$ cat src/rtl/swc_pkg.sv
package swc_pkg;
    localparam int WAYS  = 4;
    localparam int POS_W = 2;

    typedef enum logic [1:0] {
        KIND_NONE  = 2'd0,
        KIND_A_HIT = 2'd1,
        KIND_B_HIT = 2'd2,
        KIND_MISS  = 2'd3
    } kind_e;

    typedef enum logic [1:0] {
        ST_IDLE    = 2'd0,
        ST_PROBE_B = 2'd1,
        ST_FILL    = 2'd2
    } fsm_e;
endpackage

$ cat src/rtl/swc_probe.sv
// Searches recency positions lo_pos..hi_pos (inclusive) of one set for a tag.
module swc_probe
    import swc_pkg::*;
#(
    parameter int TAG_W = 8
) (
    input  logic [WAYS-1:0][TAG_W-1:0] way_tag,
    input  logic [WAYS-1:0]            way_valid,
    input  logic [WAYS-1:0][POS_W-1:0] order,
    input  logic [TAG_W-1:0]           tag,
    input  logic [2:0]                 lo_pos,
    input  logic [2:0]                 hi_pos,
    output logic                       hit,
    output logic [POS_W-1:0]           pos,
    output logic [POS_W-1:0]           way
);
    always_comb begin
        logic found;
        found = 1'b0;
        pos   = '0;
        way   = '0;
        for (int p = 0; p < WAYS; p++) begin
            if (!found && (3'(p) >= lo_pos) && (3'(p) <= hi_pos) &&
                way_valid[order[p]] && (way_tag[order[p]] == tag)) begin
                found = 1'b1;
                pos   = POS_W'(p);
                way   = order[p];
            end
        end
        hit = found;
    end
endmodule

$ cat src/rtl/swc_promote.sv
// Recency permutation that brings position pos to the front, given a_cnt fast ways.
// Inside the fast region: plain move-to-front. Outside: the last fast
// position is exchanged into the vacated slot.
module swc_promote
    import swc_pkg::*;
(
    input  logic [WAYS-1:0][POS_W-1:0] order_in,
    input  logic [POS_W-1:0]           pos,
    input  logic [2:0]                 a_cnt,
    output logic [WAYS-1:0][POS_W-1:0] order_out
);
    logic [POS_W-1:0] a_last;
    logic             in_fast;

    assign a_last  = POS_W'(a_cnt - 3'd1);
    assign in_fast = ({1'b0, pos} < a_cnt);

    always_comb begin
        for (int q = 0; q < WAYS; q++) begin
            if (q == 0) begin
                order_out[q] = order_in[pos];
            end else if (in_fast) begin
                if (POS_W'(q) <= pos) order_out[q] = order_in[(q + WAYS - 1) % WAYS];
                else                  order_out[q] = order_in[q];
            end else begin
                if (3'(q) < a_cnt)         order_out[q] = order_in[(q + WAYS - 1) % WAYS];
                else if (POS_W'(q) == pos) order_out[q] = order_in[a_last];
                else                       order_out[q] = order_in[q];
            end
        end
    end
endmodule

$ cat src/rtl/split_way_cache.sv
module split_way_cache
    import swc_pkg::*;
#(
    parameter int SETS   = 8,
    parameter int TAG_W  = 8,
    parameter int DATA_W = 16
) (
    input  logic                                 clk,
    input  logic                                 rst_n,
    input  logic [1:0]                           cfg_a_ways,
    input  logic                                 req_valid,
    input  logic [TAG_W+$clog2(SETS)-1:0]        req_addr,
    output logic                                 req_ready,
    output logic                                 resp_valid,
    output logic [1:0]                           resp_kind,
    output logic [1:0]                           resp_pos,
    output logic [DATA_W-1:0]                    resp_data,
    output logic                                 fill_req,
    output logic [TAG_W+$clog2(SETS)-1:0]        fill_addr,
    input  logic                                 fill_valid,
    input  logic [DATA_W-1:0]                    fill_data
);
    localparam int IDX_W  = $clog2(SETS);
    localparam int ADDR_W = TAG_W + IDX_W;

    typedef struct packed {
        fsm_e                                   st;
        logic [2:0]                             a_cnt;
        logic [TAG_W-1:0]                       tag;
        logic [IDX_W-1:0]                       idx;
        logic                                   rv;
        kind_e                                  kind;
        logic [POS_W-1:0]                       pos;
        logic [DATA_W-1:0]                      rdata;
        logic [SETS-1:0][WAYS-1:0][TAG_W-1:0]   tags;
        logic [SETS-1:0][WAYS-1:0][DATA_W-1:0]  data;
        logic [SETS-1:0][WAYS-1:0]              valid;
        logic [SETS-1:0][WAYS-1:0][POS_W-1:0]   order;
    } regs_t;

    regs_t r_q, r_d;

    logic                          idle;
    logic [2:0]                    live_a;
    logic [IDX_W-1:0]              cur_idx;
    logic [TAG_W-1:0]              cur_tag;
    logic                          a_hit, b_hit;
    logic [POS_W-1:0]              a_pos, b_pos, a_way, b_way;
    logic [POS_W-1:0]              promo_pos;
    logic [WAYS-1:0][POS_W-1:0]    promo_order;

    assign idle    = (r_q.st == ST_IDLE);
    assign live_a  = idle ? (3'({1'b0, cfg_a_ways}) + 3'd1) : r_q.a_cnt;
    assign cur_idx = idle ? req_addr[IDX_W-1:0] : r_q.idx;
    assign cur_tag = idle ? req_addr[ADDR_W-1:IDX_W] : r_q.tag;

    swc_probe #(.TAG_W(TAG_W)) probe_a_i (
        .way_tag   (r_q.tags[cur_idx]),
        .way_valid (r_q.valid[cur_idx]),
        .order     (r_q.order[cur_idx]),
        .tag       (cur_tag),
        .lo_pos    (3'd0),
        .hi_pos    (live_a - 3'd1),
        .hit       (a_hit),
        .pos       (a_pos),
        .way       (a_way)
    );

    swc_probe #(.TAG_W(TAG_W)) probe_b_i (
        .way_tag   (r_q.tags[cur_idx]),
        .way_valid (r_q.valid[cur_idx]),
        .order     (r_q.order[cur_idx]),
        .tag       (cur_tag),
        .lo_pos    (live_a),
        .hi_pos    (3'(WAYS - 1)),
        .hit       (b_hit),
        .pos       (b_pos),
        .way       (b_way)
    );

    always_comb begin
        case (r_q.st)
            ST_PROBE_B: promo_pos = b_pos;
            ST_FILL:    promo_pos = POS_W'(WAYS - 1);
            default:    promo_pos = a_pos;
        endcase
    end

    swc_promote promote_i (
        .order_in  (r_q.order[cur_idx]),
        .pos       (promo_pos),
        .a_cnt     (live_a),
        .order_out (promo_order)
    );

    always_comb begin
        logic [POS_W-1:0] victim;
        r_d    = r_q;
        r_d.rv = 1'b0;
        victim = r_q.order[r_q.idx][WAYS-1];
        case (r_q.st)
            ST_IDLE: begin
                r_d.a_cnt = live_a;
                if (req_valid) begin
                    r_d.tag = cur_tag;
                    r_d.idx = cur_idx;
                    if (a_hit) begin
                        r_d.rv             = 1'b1;
                        r_d.kind           = KIND_A_HIT;
                        r_d.pos            = a_pos;
                        r_d.rdata          = r_q.data[cur_idx][a_way];
                        r_d.order[cur_idx] = promo_order;
                    end else if (live_a == 3'(WAYS)) begin
                        r_d.st = ST_FILL;
                    end else begin
                        r_d.st = ST_PROBE_B;
                    end
                end
            end
            ST_PROBE_B: begin
                if (b_hit) begin
                    r_d.rv             = 1'b1;
                    r_d.kind           = KIND_B_HIT;
                    r_d.pos            = b_pos;
                    r_d.rdata          = r_q.data[cur_idx][b_way];
                    r_d.order[cur_idx] = promo_order;
                    r_d.st             = ST_IDLE;
                end else begin
                    r_d.st = ST_FILL;
                end
            end
            ST_FILL: begin
                if (fill_valid) begin
                    r_d.tags[r_q.idx][victim]  = r_q.tag;
                    r_d.data[r_q.idx][victim]  = fill_data;
                    r_d.valid[r_q.idx][victim] = 1'b1;
                    r_d.order[r_q.idx]         = promo_order;
                    r_d.rv                     = 1'b1;
                    r_d.kind                   = KIND_MISS;
                    r_d.pos                    = '0;
                    r_d.rdata                  = fill_data;
                    r_d.st                     = ST_IDLE;
                end
            end
            default: r_d.st = ST_IDLE;
        endcase
    end

    always_ff @(posedge clk or negedge rst_n) begin
        if (!rst_n) begin
            r_q <= '0;
            for (int s = 0; s < SETS; s++) begin
                for (int p = 0; p < WAYS; p++) begin
                    r_q.order[s][p] <= POS_W'(p);
                end
            end
        end else begin
            r_q <= r_d;
        end
    end

    assign req_ready  = idle;
    assign resp_valid = r_q.rv;
    assign resp_kind  = r_q.kind;
    assign resp_pos   = r_q.pos;
    assign resp_data  = r_q.rdata;
    assign fill_req   = (r_q.st == ST_FILL);
    assign fill_addr  = {r_q.tag, r_q.idx};
endmodule

$ cat config.mk
export PLATFORM = sky130hd
export DESIGN_NAME = split_way_cache
export DESIGN_NICKNAME = d
export VERILOG_FILES = /design/src/rtl/swc_pkg.sv /design/src/rtl/swc_probe.sv /design/src/rtl/swc_promote.sv /design/src/rtl/split_way_cache.sv
export SDC_FILE = /design/constraint.sdc
export NUM_CORES = 2
export LEC_CHECK = 0
export BUFFER_PORTS_ARGS = -buffer_cell sky130_fd_sc_hd__buf_2
export CAP_MARGIN = 20
export CORE_AREA = 5 5 369 371
export DETAILED_ROUTE_END_ITERATION = 10
export DIE_AREA = 0 0 374 376
export PLACE_DENSITY = 0.6
export SLEW_MARGIN = 20
export SYNTH_ARGS = -nofsm -noshare
export SYNTH_HDL_FRONTEND = slang
export SYNTH_SLANG_ARGS = --single-unit
export TNS_END_PERCENT = 30
$ cat constraint.sdc
create_clock -name clk -period 16.55 [get_ports clk]
set_input_delay 3.31 -clock clk [delete_from_list [all_inputs] [get_ports clk]]
set_output_delay 3.31 -clock clk [all_outputs]
set_load 0.02 [all_outputs]
==> flow_summary.toml <==
[worst_setup_path]
crit_end = "r_q[43]"
r2r_end = "r_q[43]"
timing.rr.start = "r_q[899]"
critical_path_class = "input pin to register"
startpoint_type = "input pin"
crit_path_end_kind = "register"
startpoint = "req_addr[0]"
arrival_ns = 10.32
r2r_slack_ns = 8.03
critPathMaxFanout = 86
worst_r2r_path_depth = 22
required_ns = 17.09

[power_and_ir_drop]
sw_frac_of_total_pct = 43.2
p_per_area_mw_per_mm2 = 225
p_comb_share_pct = 50.6
peakVddDrop_uv = 123
p_leak_nw = 23.0
pwr-share-seq_pct = 30.5
p_sw_mw = 4.84
p_int_mw = 6.37
clockPowerShare_pct = 19.0

[detailed_routing]
avgViaCountPerCell = 5.71
firstDrtPassIters = 5
final_antenna_net_count = 0
route.detailed.drc = 0
avgRoutedWirePerCell_um = 26.0
drt_wl_total_um = 145000
initialDrtViolationCount = 2900
route.vias.total = 31816

[synth]
yosysWarnings = 0
synth_top_family_by_area = "multiplexers"
synth_edf_count = 0
synth_ff_type = "dfrtp_1"
synth.mux.area_fraction_pct = 26.0
yosysSeqAreaShare_pct = 50.5
async_reset_ff_share_pct = 100
synth-seq-cells = 901
synth_area_mm2 = 0.0447
synth_most_common_cell = "mux2_2"
synthDistinctLibCells = 109
synth_top_area_share_pct = 48.6
synthAdderAreaFrac_pct = 0.392
yosys.area.top_type = "dfrtp_1"
synthTopCellsByArea = "dfrtp_1 49%, mux2_2 22%, mux2i_1 3.3%"
synth_compound_area_share_pct = 9.20
synthXorXnorAreaFrac_pct = 0.881
postSynthCellCount = 3812
syn_area_per_cell_um2 = 11.7
syn-num-nets = 3859
yosys.area_share.simple_pct = 9.39
synth_common_cells = "893 x mux2_2, 869 x dfrtp_1, 333 x nand2_1, 215 x o22ai_1, 211 x clkbuf_1"

[timing]
min_period_over_period_pct = 59.1
hold_viol_final = 0
setup_violations = 0
fmax_mhz = 102
max_slew_margin_pct = 22.2
finClkSkew_ns = 0.0340
final.setup.tns_ns = 0
drv_slew = 0
rsz0062_at_grt = "false"
tightest_slew_ns = 1.16
min_period_ns = 9.78
final.setup.worst_slack_ns = 6.77

[worst_hold_path]
hold_path.class = "register to register"

[grt]
antenna_found_initial = 11
grt_overflow = 0
grt_pass1_vias = 31778
grt_usage_pct = 20.1
grt_max_degree = 167
grt_pass1_wl_um = 216000

[clock_network]
cts_setup_buffers = 0
root_buffer = "clkbuf_16"
cts_num_sinks = 901
cts_repair_resize_count = 0
clkTransAtPathRegs_ns = 0.06
clk_latency_ns = 0.68
cts_buffers = 94
cts.hold.buffers_added = 0
cts_max_level = 3
tritoncts = "done"
cts.path.max_buffers = 3

[floorplanning]
ios = 67
core_mm2 = 0.133
dieArea_mm2 = 0.141
num_rows = 134
die_w_um = 374
start_util_pct = 33.7
die_height_um = 376

[cells_and_area]
drive_above_1_share_pct = 35.6
post-route-util_pct = 37.6
area_growth_pct = 11.5
fin_nets = 3780

[place]
io_buffer_count = 66
place_hpwl_um = 85900
pre_cts_slack_ns = 6.18
gp_congestion = 0.890

[outcome]
outcome = "finished, final reports clean"

[flow_run]
drv_cap = 0
## routing by layer
layer  vias to the layer above  GRT usage [%]  share of wire (%)
met2                      1117           30.9                 45
met3                       273           3.11                6.5
met5                         -              0             0.0090
met1                     16660           28.8                 45
li1                      13764              -                  -
met4                         2           7.01                3.6
## through the flow
step / std cells / total power [mW] / hold slack, ns / cell area (um^2)
final: 5575 / 11.2 / 0.452 / 49900
after global routing: 5572 / 11.8 / 0.482 / 49900
after CTS: 5571 / 11.2 / 0.441 / 49800
after detailed placement: 5404 / 9.02 / 0.427 / 46700
after global placement: 5403 / 8.95 / 0.426 / 46700
after floorplan: 3812 / 7.27 / 0.411 / 44700
## layout make-up
class	count	area, um^2
Antenna cell	3	7.51
Clock buffer	134	2740
Clock inverter	33	349
Fill cell	12802	82800
Inverter	26	97.6
Multi-Input combinational cell	2550	20800
Sequential cell	901	22600
Tap cell	1768	2210
Timing Repair Buffer	160	1090
## worst min path at each step
| stage | cells past startpoint | startpoint | slack (ns) | to |
|---|---|---|---|---|
| 2_1_floorplan | 2 | r_q[65] | 0.41 | r_q[65] |
| 3_3_place_gp | 2 | r_q[65] | 0.43 | r_q[65] |
| 3_5_place_dp | 2 | r_q[65] | 0.43 | r_q[65] |
| 4_1_cts | 2 | r_q[65] | 0.44 | r_q[65] |
| 5_1_grt | 2 | r_q[65] | 0.48 | r_q[65] |
| 6_report | 2 | r_q[65] | 0.45 | r_q[65] |
## placed cells by master, fill, tap and decap left out, types with 65 or more instances in the layout
cell type  count
mux2_2       892
dfrtp_1      869
nand2_1      317
o22ai_1      215
mux2i_1      144
nor2_1       137
nand3_1      104
clkbuf_16     96
o21ai_0       90
buf_4         89
buf_2         65
## state kept, by name, summed over array words and instances, names as in the netlist
register / cells
resp_kind: 2
resp_data: 16
fill_addr: 11
r_q: 869
resp_valid: 1
resp_pos: 2
## worst max-delay path, stage by stage
cell       delay [ns]
buf_2            0.18
mux2i_4          0.20
buf_4            0.60
buf_4            0.84
a21oi_1          0.17
a222oi_1         0.36
or3b_1           0.44
mux4_2           0.51
xor2_1           0.18
a2111oi_4        0.28
and3_1           0.29
a41oi_1          0.23
a2111oi_4        0.47
o2bb2ai_4        0.18
inv_2            0.13
ha_1             0.26
o21ai_0          0.58
or2_2            0.22
a21oi_1          0.07
o311a_1          0.46
mux2_2           0.32
## logic make-up (layout without fill, tap and decap cells)
kind of cell / after synthesis / after routing
flops: 901 / 901
xor+xnor: 45 / 45
fa+ha+maj: 14 / 14
other cells: 0 / 3
simple gates: 862 / 862
compound gates: 585 / 585
buf+inv: 361 / 353
mux: 1044 / 1044
## power groups by stage
stage | Sequential (mW) | Combinational, mW | Clock (mW)
6_report | 3.42 | 5.67 | 2.12
5_1_grt | 3.49 | 6.06 | 2.25
4_1_cts | 3.40 | 5.61 | 2.17
3_5_place_dp | 3.43 | 5.59 | 0
3_3_place_gp | 3.41 | 5.54 | 0
2_1_floorplan | 3.31 | 3.96 | 0
(Power assumes the default switching activity.)
